`src/rtl/match_divider_pkg.sv`:
```
package match_divider_pkg;
  typedef struct packed {
    logic clear;
    logic advance;
    logic loadRatio;
  } divStrobe_t;
endpackage

```
`src/rtl/match_divider_datapath.sv`:
```
module match_divider_datapath
  import match_divider_pkg::*;
#(
  parameter int WIDTH = 8
) (
  input  logic             clk,
  input  logic             rstN,
  input  logic             enable,
  input  logic [WIDTH-1:0] ratioIn,
  input  divStrobe_t       strobe,
  output logic             matchN,
  output logic [WIDTH-1:0] countOut
);
  localparam logic [WIDTH-1:0] ONE = WIDTH'(1);

  logic [WIDTH-1:0] countQ;
  logic [WIDTH-1:0] activeQ;
  logic [WIDTH-1:0] bitEq;
  logic [WIDTH-1:0] effRatio;

  for (genvar b = 0; b < WIDTH; b++) begin : g_cmp
    assign bitEq[b] = ~(countQ[b] ^ activeQ[b]);
  end

  assign matchN   = ~&bitEq;
  assign effRatio = (ratioIn == '0) ? ONE : ratioIn;
  assign countOut = countQ;

  always_ff @(posedge clk or negedge rstN) begin
    if (!rstN) begin
      countQ  <= '0;
      activeQ <= ONE;
    end else begin
      if (strobe.clear)        countQ <= ONE;
      else if (strobe.advance) countQ <= countQ + ONE;
      if (strobe.loadRatio)    activeQ <= effRatio;
    end
  end

  assert_clear_after_match_R3: assert property (@(posedge clk) disable iff (!rstN)
    (enable && !matchN) |=> (countQ == ONE));
  assert_count_bound_R2: assert property (@(posedge clk) disable iff (!rstN)
    countQ <= activeQ);
  assert_hold_when_idle_R7: assert property (@(posedge clk) disable iff (!rstN)
    !enable |=> $stable(countQ));
  assert_ratio_kept_R6: assert property (@(posedge clk) disable iff (!rstN)
    (enable && matchN) |=> $stable(activeQ));
  assert_ratio_nonzero_R5: assert property (@(posedge clk) disable iff (!rstN)
    activeQ != '0);
endmodule

```
`src/rtl/match_divider_control.sv`:
```
module match_divider_control
  import match_divider_pkg::*;
(
  input  logic       clk,
  input  logic       rstN,
  input  logic       enable,
  input  logic       matchN,
  output divStrobe_t strobe,
  output logic       pulseOut
);
  logic hit;
  logic pulseQ;

  assign hit              = enable & ~matchN;
  assign strobe.clear     = hit;
  assign strobe.loadRatio = hit;
  assign strobe.advance   = enable & matchN;
  assign pulseOut         = pulseQ;

  always_ff @(posedge clk or negedge rstN) begin
    if (!rstN) pulseQ <= 1'b0;
    else       pulseQ <= hit;
  end

  assert_quiet_when_idle_R7: assert property (@(posedge clk) disable iff (!rstN)
    !enable |=> !pulseQ);
  assert_single_pulse_R1: assert property (@(posedge clk) disable iff (!rstN)
    (pulseQ && enable && matchN) |=> !pulseQ);
endmodule

```
`src/rtl/match_divider.sv`:
```
module match_divider
  import match_divider_pkg::*;
#(
  parameter int WIDTH = 8
) (
  input  logic             clk,
  input  logic             rstN,
  input  logic             enable,
  input  logic [WIDTH-1:0] ratio,
  output logic             divOut,
  output logic [WIDTH-1:0] count
);
  divStrobe_t strobe;
  logic       matchN;

  match_divider_datapath #(.WIDTH(WIDTH)) u_dp (
    .clk(clk), .rstN(rstN), .enable(enable), .ratioIn(ratio),
    .strobe(strobe), .matchN(matchN), .countOut(count)
  );

  match_divider_control u_ctl (
    .clk(clk), .rstN(rstN), .enable(enable), .matchN(matchN),
    .strobe(strobe), .pulseOut(divOut)
  );

  assert_pulse_at_one_R3: assert property (@(posedge clk) disable iff (!rstN)
    divOut |-> (count == WIDTH'(1)));
endmodule

```
`config.mk`:
```
export PLATFORM = sky130hd
export DESIGN_NAME = match_divider
export DESIGN_NICKNAME = d
export VERILOG_FILES = /design/src/rtl/match_divider_pkg.sv /design/src/rtl/match_divider_datapath.sv /design/src/rtl/match_divider_control.sv /design/src/rtl/match_divider.sv
export SDC_FILE = /design/constraint.sdc
export NUM_CORES = 1
export LEC_CHECK = 0
export CAP_MARGIN = 40
export CORE_MARGIN = 2
export CORE_UTILIZATION = 51
export DETAILED_ROUTE_END_ITERATION = 16
export PLACE_DENSITY = 0.92
export SYNTH_ARGS = -nofsm -noshare
export SYNTH_HDL_FRONTEND = slang
export SYNTH_HIERARCHICAL = 1
export SYNTH_SLANG_ARGS = --single-unit
export TNS_END_PERCENT = 50
```
`constraint.sdc`:
```
create_clock -name clk -period 5.3 [get_ports clk]
set_input_delay 0.795 -clock clk [delete_from_list [all_inputs] [get_ports clk]]
set_output_delay 0.795 -clock clk [all_outputs]
set_load 0.1 [all_outputs]
```
==> results_dict.tcl, run 1 <==
set metrics [dict create \
    die_width_um 44.6 \
    yosys-top-cells-count "dfrtp_1 (16), xor2_1 (11), mux2_2 (7)" \
    synth_area_per_cell_um2 11.2 \
    gp_congestion 0.803 \
    syn2layout_area_growth_pct 40.0 \
    worst-path-max-fanout 19 \
    cp_cell_sequence "xor2_1 -> nor4_1 -> nand2_1 -> and2b_2 -> o2111ai_2 -> or3_1 -> a21oi_1" \
    syn-cell-area_um2 841 \
    ys.warnings.count 6 \
    p_int_uw 403 \
    dieArea_um2 1990 \
    clk_pin_slew_ps 90 \
    yosysSeqAreaShare_pct 50.7 \
    numCtsBuffers 3 \
    io_buffers 19 \
    combPwrFrac_pct 58.6 \
    fmax_ghz 0.393 \
    startpoint "u_dp/countOut[4]" \
    max_slew_margin_pct 51.6 \
    hp-class "reg -> reg" \
    synth.most_common_cell "dfrtp_1" \
    path_class "reg -> reg" \
    dp_hpwl_um 1360 \
    num_rows 14 \
    grt_pass1_vias 678 \
    fin_worst_skew_ps 2.41 \
    ant_nets 0 \
    p_per_area_nw_per_um2 667 \
    critPathTopFamily "simple AND/OR/NAND/NOR gates" \
    synth-async-reset-ratio_pct 100 \
    io_pins 20 \
    start_kind "flop" \
    critPathArrivalTime_ps 2740 \
    clk_latency_ps 280 \
    via_per_inst 5.80 \
    clock_tree.root_cell "clkbuf_4" \
    core_area_um2 1520 \
    cts_setup_buffers 0 \
    grt_start_max_net_pins 20 \
    antenna_cells 0 \
    synth_top_cell_by_area "dfrtp_1" \
    timing.rr.start "u_dp/countOut[4]" \
    maxSlewViolCount 0 \
    syn_nets 87 \
    cts_max_level 1 \
    period_needed_ps 2540 \
    drt-total-wl_um 1750 \
    cp-end-kind "flop" \
    cp_slowest_cell "dfrtp_1" \
    ys_ff_latch 17 \
    hold_start "u_dp/activeQ[0]" \
    synth_cell_types 23 \
    clkPwrFrac_pct 8.5 \
    via_count 679 \
    synth_area_leaders "dfrtp_1 (48%), xor2_1 (11%), mux2_2 (9.4%), dfstp_2 (3.1%), a21oi_1 (3.0%)" \
    antenna_found_initial 0 \
    cp_slowest_stage_delay_ps 480 \
    path_buf_inv 0 \
    peakVddDrop_mv 0.309 \
    cap_violations 0 \
    stdcell_area_um2 1180 \
    worst_pin_slew_ps 724 \
    dpl_cell_area_um2 1150 \
    die_h_um 44.6 \
    setup_tns_ps 0 \
    p_sw_uw 382 \
    p_sw_share_pct 48.7 \
    start_util_pct 55.2 \
    synth_edf_count 0 \
    grt_pass1_wl_um 2920 \
    grtUsageTotal_pct 20.8 \
    hold_viol_final 0 \
    cts_resized 0 \
    outcome "completed" \
    drcViolationCount 0 \
    drive_gt1_share_pct 22.8 \
    dp.cells 113 \
    worstPathRequired_ps 5500 \
    p_leak_uw 0.000512 \
    drt_first_pass_iters 4 \
    setup_violations 0 \
    ctsHoldBuffers 0 \
    min_period_over_period_pct 48.0 \
    synth_top_area_share_pct 47.6 \
    synthCells 75 \
    cts.sinks 17 \
    layout.nets 114 \
    drt_iter0_markers 8 \
    seqPwrFrac_pct 32.9 \
    rsz0062_at_grt "false" \
    routedWlPerCell_um 15.0 \
    grt_overflow 0 \
    tritoncts "yes" \
    fin_cells 117 \
    ys.flop_type "dfrtp_1" \
    cts_max_path_buffers 2 \
]
[power groups by stage]
stage,Sequential [uW],Combinational [uW],Clock [uW]
6_report,258,460,67.0
5_1_grt,267,480,75.7
4_1_cts,258,461,69.8
3_5_place_dp,261,460,0
3_3_place_gp,256,368,0
2_1_floorplan,417,126,0
[path summary, 6_finish.rpt]
path	to	slack (ps)	cells after the start
setup / recovery	u_dp/countOut[7]	2760	7
hold / removal	u_dp/activeQ[0]	530	2
setup reg to reg	u_dp/countOut[7]	2760	7
hold reg to reg	u_dp/activeQ[0]	530	2
max in group asynchronous	u_dp/activeQ[2]	3910	1
min in group asynchronous	u_dp/countOut[2]	940	1
[placed cells by master, fill, tap and decap left out]
cell / Yosys / final
o2111ai_2: 1 / 1
or3_1: 3 / 3
xor2_1: 11 / 11
dfrtp_1: 16 / 16
o21ai_0: 3 / 3
nand3_1: 2 / 2
mux2_2: 7 / 7
dfstp_2: 1 / 1
clkdlybuf4s50_1: 0 / 19
mux2i_1: 1 / 1
xnor2_1: 1 / 1
nand2b_1: 1 / 1
and2b_2: 1 / 1
a21oi_1: 5 / 5
and2_2: 1 / 1
buf_8: 0 / 9
clkbuf_1: 2 / 1
nand4_1: 2 / 2
nor4_1: 3 / 3
nor2_1: 5 / 5
nor3_1: 1 / 1
ha_1: 1 / 1
clkbuf_4: 0 / 3
nand2_1: 3 / 3
[worst register-to-register path, delay by kind of cell, from the launching register on]
family	cells	cell delay (ps)
AND/OR/NAND/NOR	4	1330
AO/OA/AOI/OAI	2	440
flip-flops	1	480
XOR/XNOR	1	200
[registers in the layout, indices dropped and copies added, names as in the netlist]
| name | count |
|---|---|
| u_ctl/pulseOut | 1 |
| u_dp/activeQ | 8 |
| u_dp/countOut | 8 |
[layer usage]
layer | wire length, um | track usage [%] | vias up
met1 | 667 | 22.1 | 335
met4 | 34 | 16.4 | 0
li1 | - | - | 314
met3 | 83 | 3.27 | 4
met5 | 0 | 0 | -
met2 | 966 | 35.9 | 26
[area by class of cell]
type	count	area, um^2
Clock buffer	4	26.3
Fill cell	103	347
Multi-Input combinational cell	52	379
Sequential cell	17	427
Tap cell	16	20.0
Timing Repair Buffer	28	325
[stage by stage]
step                hold slack [ps]  total power [uW]  utilization, %  setup WS, ps
global placement                502               624            66.7          2860
floorplan                       488               543               -          2570
finish                          534               785            77.3          2760
global route                    554               823            77.3          2690
CTS                             540               788            77.3          2840
detailed placement              519               721            75.5          2700
[logic make-up (layout without fill, tap and decap cells)]
| family | after synthesis | count (layout) | synth area share [%] |
|---|---|---|---|
| AND/OR/NAND/NOR | 22 | 22 | 14.0 |
| AO/OA/AOI/OAI | 9 | 9 | 6.55 |
| XOR/XNOR | 12 | 12 | 12.5 |
| buffers and inverters | 6 | 32 | 4.17 |
| adder cells (fa/ha/maj) | 1 | 1 | 1.49 |
| multiplexers | 8 | 8 | 10.6 |
| flip-flops | 17 | 17 | 50.7 |
(Power assumes the default switching activity.)
==> run 2, diff against run 1 <==
CORE_UTILIZATION = 43   (was 51)
PLACE_DENSITY = 0.83   (was 0.92)
clock period = 2.2 ns   (was 5.3 ns; I/O delays follow)
==> results_dict.tcl, run 2 (synthesis results as in run 1) <==
set metrics [dict create \
    outcome "completed" \
    cp_slowest_stage_delay_ps 520 \
    cp_slowest_cell "dfrtp_4" \
    timing.rr.start "u_dp/countOut[4]" \
    highest_layer "met4" \
    rsz0062_at_grt "false" \
    grt_overflow 0 \
    dieArea_um2 2330 \
    die_width_um 48.2 \
    r2r_setup_slack_ps 110 \
    path_class "reg -> reg" \
    cts_max_path_buffers 2 \
    layout.nets 108 \
    clk_pin_slew_ps 100 \
    numCtsBuffers 3 \
    io_buffers 19 \
    clock_tree.root_cell "clkbuf_4" \
    num_rows 15 \
    p_leak_uw 0.000465 \
    clk_latency_ps 290 \
    crit_end "u_dp/countOut[5]" \
    grtUsageTotal_pct 16.9 \
    via_count 611 \
    hold_viol_final 0 \
    cts_setup_buffers 0 \
    min_period_over_period_pct 95.1 \
    start_kind "flop" \
    drt-total-wl_um 1730 \
    core_area_um2 1780 \
    ff2ff_path_depth 7 \
    drt_iter0_markers 17 \
    wl_met3_um 83 \
    dr_wl_met2_um 801 \
    syn2layout_area_growth_pct 29.3 \
    fin_worst_skew_ps 2.48 \
    peakVddDrop_mv 0.673 \
    cts_resized 0 \
    grt_start_max_net_pins 11 \
    antenna_cells 0 \
    via_per_inst 5.09 \
    holdWs_ps 338 \
    drive_gt1_share_pct 36.8 \
    antenna_found_initial 0 \
    start_util_pct 47.2 \
    fin_util_pct 61.0 \
    fin_cells 120 \
    critPathArrivalTime_ps 2310 \
    cp-end-kind "flop" \
    cts_max_level 1 \
    hp-class "in -> async" \
    grt_pass1_wl_um 2640 \
    max_slew_margin_pct 71.1 \
    cp_cell_sequence "xor2_1 -> nor4_1 -> nand2_1 -> and2b_4 -> o2111ai_4 -> or3_1 -> a21oi_1" \
    wl_met1_um 815 \
    gp_congestion 0.814 \
    cts.sinks 17 \
    final_common_cell "buf_4" \
    routedWlPerCell_um 14.4 \
    p_per_area_nw_per_um2 1590 \
    setup_violations 0 \
    worst_pin_slew_ps 433 \
    final_cell_mix "buf_4 (12), xor2_1 (11), clkdlybuf4s50_1 (10)" \
    ant_nets 0 \
    grt_pass1_vias 615 \
    period_needed_ps 2090 \
    drcViolationCount 0 \
    cap_violations 0 \
    fmax_ghz 0.478 \
    tritoncts "yes" \
    r2r_end "u_dp/countOut[5]" \
    worst-path-max-fanout 7 \
    dp.cells 116 \
    startpoint "u_dp/countOut[4]" \
    worstPathRequired_ps 2420 \
    ctsHoldBuffers 0 \
    dp_hpwl_um 1370 \
    maxSlewViolCount 0 \
    drt_first_pass_iters 4 \
    die_h_um 48.2 \
    io_pins 20 \
]
-- run 2: metrics by stage --
step                      TNS, ps  instance area, um^2  power, uW  setup slack, ps
after floorplan              -188                  891       1370            -94.0
after global placement          0                 1060       1550              144
after detailed placement        0                 1060       1570              127
after CTS                       0                 1090       1730             92.9
after global routing            0                 1090       1820             9.26
final                           0                 1090       1720              108
-- run 2: per-layer routing --
metal | track usage, % | vias to the layer above
li1 | - | 297
met4 | 8.11 | 0
met1 | 21.8 | 292
met2 | 27.1 | 18
met3 | 3.33 | 4
met5 | 0 | -
-- run 2: worst max-delay path, delay by kind of cell (launching register included) --
family	cells	cell delay, ps
simple gates	4	1060
flops	1	520
xor+xnor	1	170
compound gates	2	270
-- run 2: power breakdown --
group	leakage [uW]	internal (uW)	switching, uW
clock network	0.0000177	67.5	99.6
logic	0.000245	279	621
registers	0.000202	479	179
total	0.000465	825	899
-- run 2: area by class of cell --
cell class,instances,area [um^2]
Timing Repair Buffer,22,190
Clock inverter,1,5.00
Multi-Input combinational cell,52,392
Clock buffer,3,22.5
Tap cell,25,31.3
Fill cell,159,696
Sequential cell,17,447
-- run 2: worst min path at each step --
stage                         start               end  cells past startpoint
global placement    u_dp/activeQ[0]   u_dp/activeQ[0]                      2
CTS                            rstN  u_dp/countOut[4]                      1
finish                         rstN  u_dp/countOut[4]                      1
global route                   rstN  u_dp/countOut[4]                      1
detailed placement  u_dp/activeQ[0]   u_dp/activeQ[0]                      2
floorplan                      rstN    u_ctl/pulseOut                      0
==> run 3, diff against run 2 <==
--- a/config.mk
+++ b/config.mk
@@ -10,4 +10,5 @@
 export CORE_UTILIZATION = 43
 export DETAILED_ROUTE_END_ITERATION = 16
+export GPL_TIMING_DRIVEN = 0
 export PLACE_DENSITY = 0.83
 export SYNTH_ARGS = -nofsm -noshare
==> constraint.sdc (replaced) <==
create_clock -name clk -period 2.2 [get_ports clk]
set_input_delay 0.55 -clock clk [delete_from_list [all_inputs] [get_ports clk]]
set_output_delay 0.55 -clock clk [all_outputs]
set_load 0.1 [all_outputs]
==> results_dict.tcl, run 3 (synthesis results as in run 1) <==
set metrics [dict create \
    antenna_cells 0 \
    period_needed_ps 2140 \
    clkPwrFrac_pct 8.1 \
    drt_iter0_markers 5 \
    drt-total-wl_um 1730 \
    timing.rr.start "u_dp/countOut[3]" \
    final_cell_mix "clkdlybuf4s50_1 (19), xor2_1 (11), buf_8 (9)" \
    peakVddDrop_mv 0.765 \
    via_count 672 \
    dieArea_um2 2330 \
    die_width_um 48.2 \
    drcViolationCount 0 \
    p_sw_uw 938 \
    cts_max_path_buffers 2 \
    wl_met1_um 759 \
    post-place-ws_ps -32.4 \
    grtUsageTotal_pct 17.4 \
    grt_pass1_vias 667 \
    ctsHoldBuffers 0 \
    worstPathRequired_ps 2410 \
    clk_pin_slew_ps 90 \
    combPwrFrac_pct 60.3 \
    cp_cell_sequence "clkbuf_8 -> xor2_1 -> nor4_1 -> nand2_1 -> and2b_2 -> buf_6 -> o2111ai_4 -> or3_1 -> a21oi_2" \
    startpoint "u_dp/countOut[3]" \
    die_h_um 48.2 \
    dp.cells 128 \
    outcome "completed" \
    start_util_pct 47.2 \
    clock_tree.root_cell "clkbuf_4" \
    fin_ws_ps 55.9 \
    gp_congestion 0.781 \
    grt_start_max_net_pins 18 \
    numCtsBuffers 3 \
    cts.sinks 17 \
    cp_slowest_cell "dfrtp_4" \
    start_kind "flop" \
    hold_viol_final 0 \
    fin_cells 133 \
    highest_layer "met4" \
    wl_met3_um 71 \
    cts_max_level 1 \
    dr_wl_met2_um 889 \
    p_sw_share_pct 47.4 \
    layout.nets 121 \
    num_rows 15 \
    setup_violations 0 \
    drt_first_pass_iters 4 \
    p_leak_uw 0.000540 \
    seqPwrFrac_pct 31.7 \
    path_class "reg -> reg" \
    critPathArrivalTime_ps 2350 \
    holdWs_ps 516 \
    cp-end-kind "flop" \
    grt_overflow 0 \
    min_period_over_period_pct 97.5 \
    p_per_area_nw_per_um2 1540 \
    routedWlPerCell_um 13.0 \
    ant_nets 0 \
    worst-path-max-fanout 6 \
    hp-class "reg -> reg" \
    drive_gt1_share_pct 36.1 \
    worst_pin_slew_ps 742 \
    final_common_cell "clkdlybuf4s50_1" \
    io_pins 20 \
    rsz0062_at_grt "true" \
    hold_start "u_dp/activeQ[0]" \
    syn2layout_area_growth_pct 52.7 \
    tritoncts "yes" \
    antenna_found_initial 0 \
    fmax_ghz 0.466 \
    via_per_inst 5.05 \
    cp_slowest_stage_delay_ps 490 \
    core_area_um2 1780 \
    p_int_uw 1040 \
    grt_pass1_wl_um 2770 \
    maxSlewViolCount 0 \
    clk_latency_ps 280 \
    max_slew_margin_pct 50.4 \
    fin_worst_skew_ps 1.43 \
    cap_violations 0 \
    io_buffers 19 \
]
[run 3: worst max-delay path: cells and delay by family (launching register included)]
family,cells,cell delay (ps)
AO/OA/AOI/OAI,2,260
XOR/XNOR,1,140
buffers and inverters,2,260
flip-flops,1,490
AND/OR/NAND/NOR,4,930
[run 3: stage by stage]
step	instance area (um^2)	total power, uW	TNS (ps)	util (%)
floorplan	891	1370	-188	-
global placement	1110	1570	-21.2	62.4
detailed placement	1250	1810	-56.6	70.0
CTS	1290	1990	0	72.3
global route	1280	2100	-163	72.0
finish	1280	1980	0	72.0
[run 3: power by group through the flow]
| stage | clock network [uW] | registers [uW] | logic [uW] |
|---|---|---|---|
| 2_1_floorplan | 0 | 1050 | 325 |
| 3_3_place_gp | 0 | 634 | 938 |
| 3_5_place_dp | 0 | 648 | 1160 |
| 4_1_cts | 165 | 626 | 1200 |
| 5_1_grt | 184 | 646 | 1270 |
| 6_report | 160 | 627 | 1190 |
[run 3: routing by layer]
| metal | track usage [%] | up-vias |
|---|---|---|
| li1 | - | 324 |
| met4 | 5.95 | 0 |
| met2 | 31.1 | 18 |
| met1 | 20.5 | 328 |
| met5 | 0 | - |
| met3 | 3.70 | 2 |
[run 3: path summary, 6_finish.rpt]
kind | end | slack [ps] | cells after the start
max | u_dp/countOut[7] | 60 | 9
max in group asynchronous | u_dp/countOut[3] | 960 | 1
min | u_dp/activeQ[0] | 520 | 2
max reg2reg | u_dp/countOut[7] | 60 | 9
min in group asynchronous | u_dp/countOut[2] | 700 | 1
min reg2reg | u_dp/activeQ[0] | 520 | 2
[run 3: cell type report]
cell class | count | area (um^2)
fill | 121 | 499
sequential | 17 | 447
multi-input combinational | 52 | 394
timing repair buffer | 31 | 348
buffer | 4 | 37.5
tap | 25 | 31.3
clock buffer | 4 | 26.3
[run 3: what timing repair did]
| item | 4_1_cts | 5_1_grt |
|---|---|---|
| resized for setup | 1 | 0 |
| setup endpoints to repair | 2 | 9 |
| buffers inserted | 3 | 0 |
| pin swaps | 3 | 1 |
| cloned | 0 | 0 |
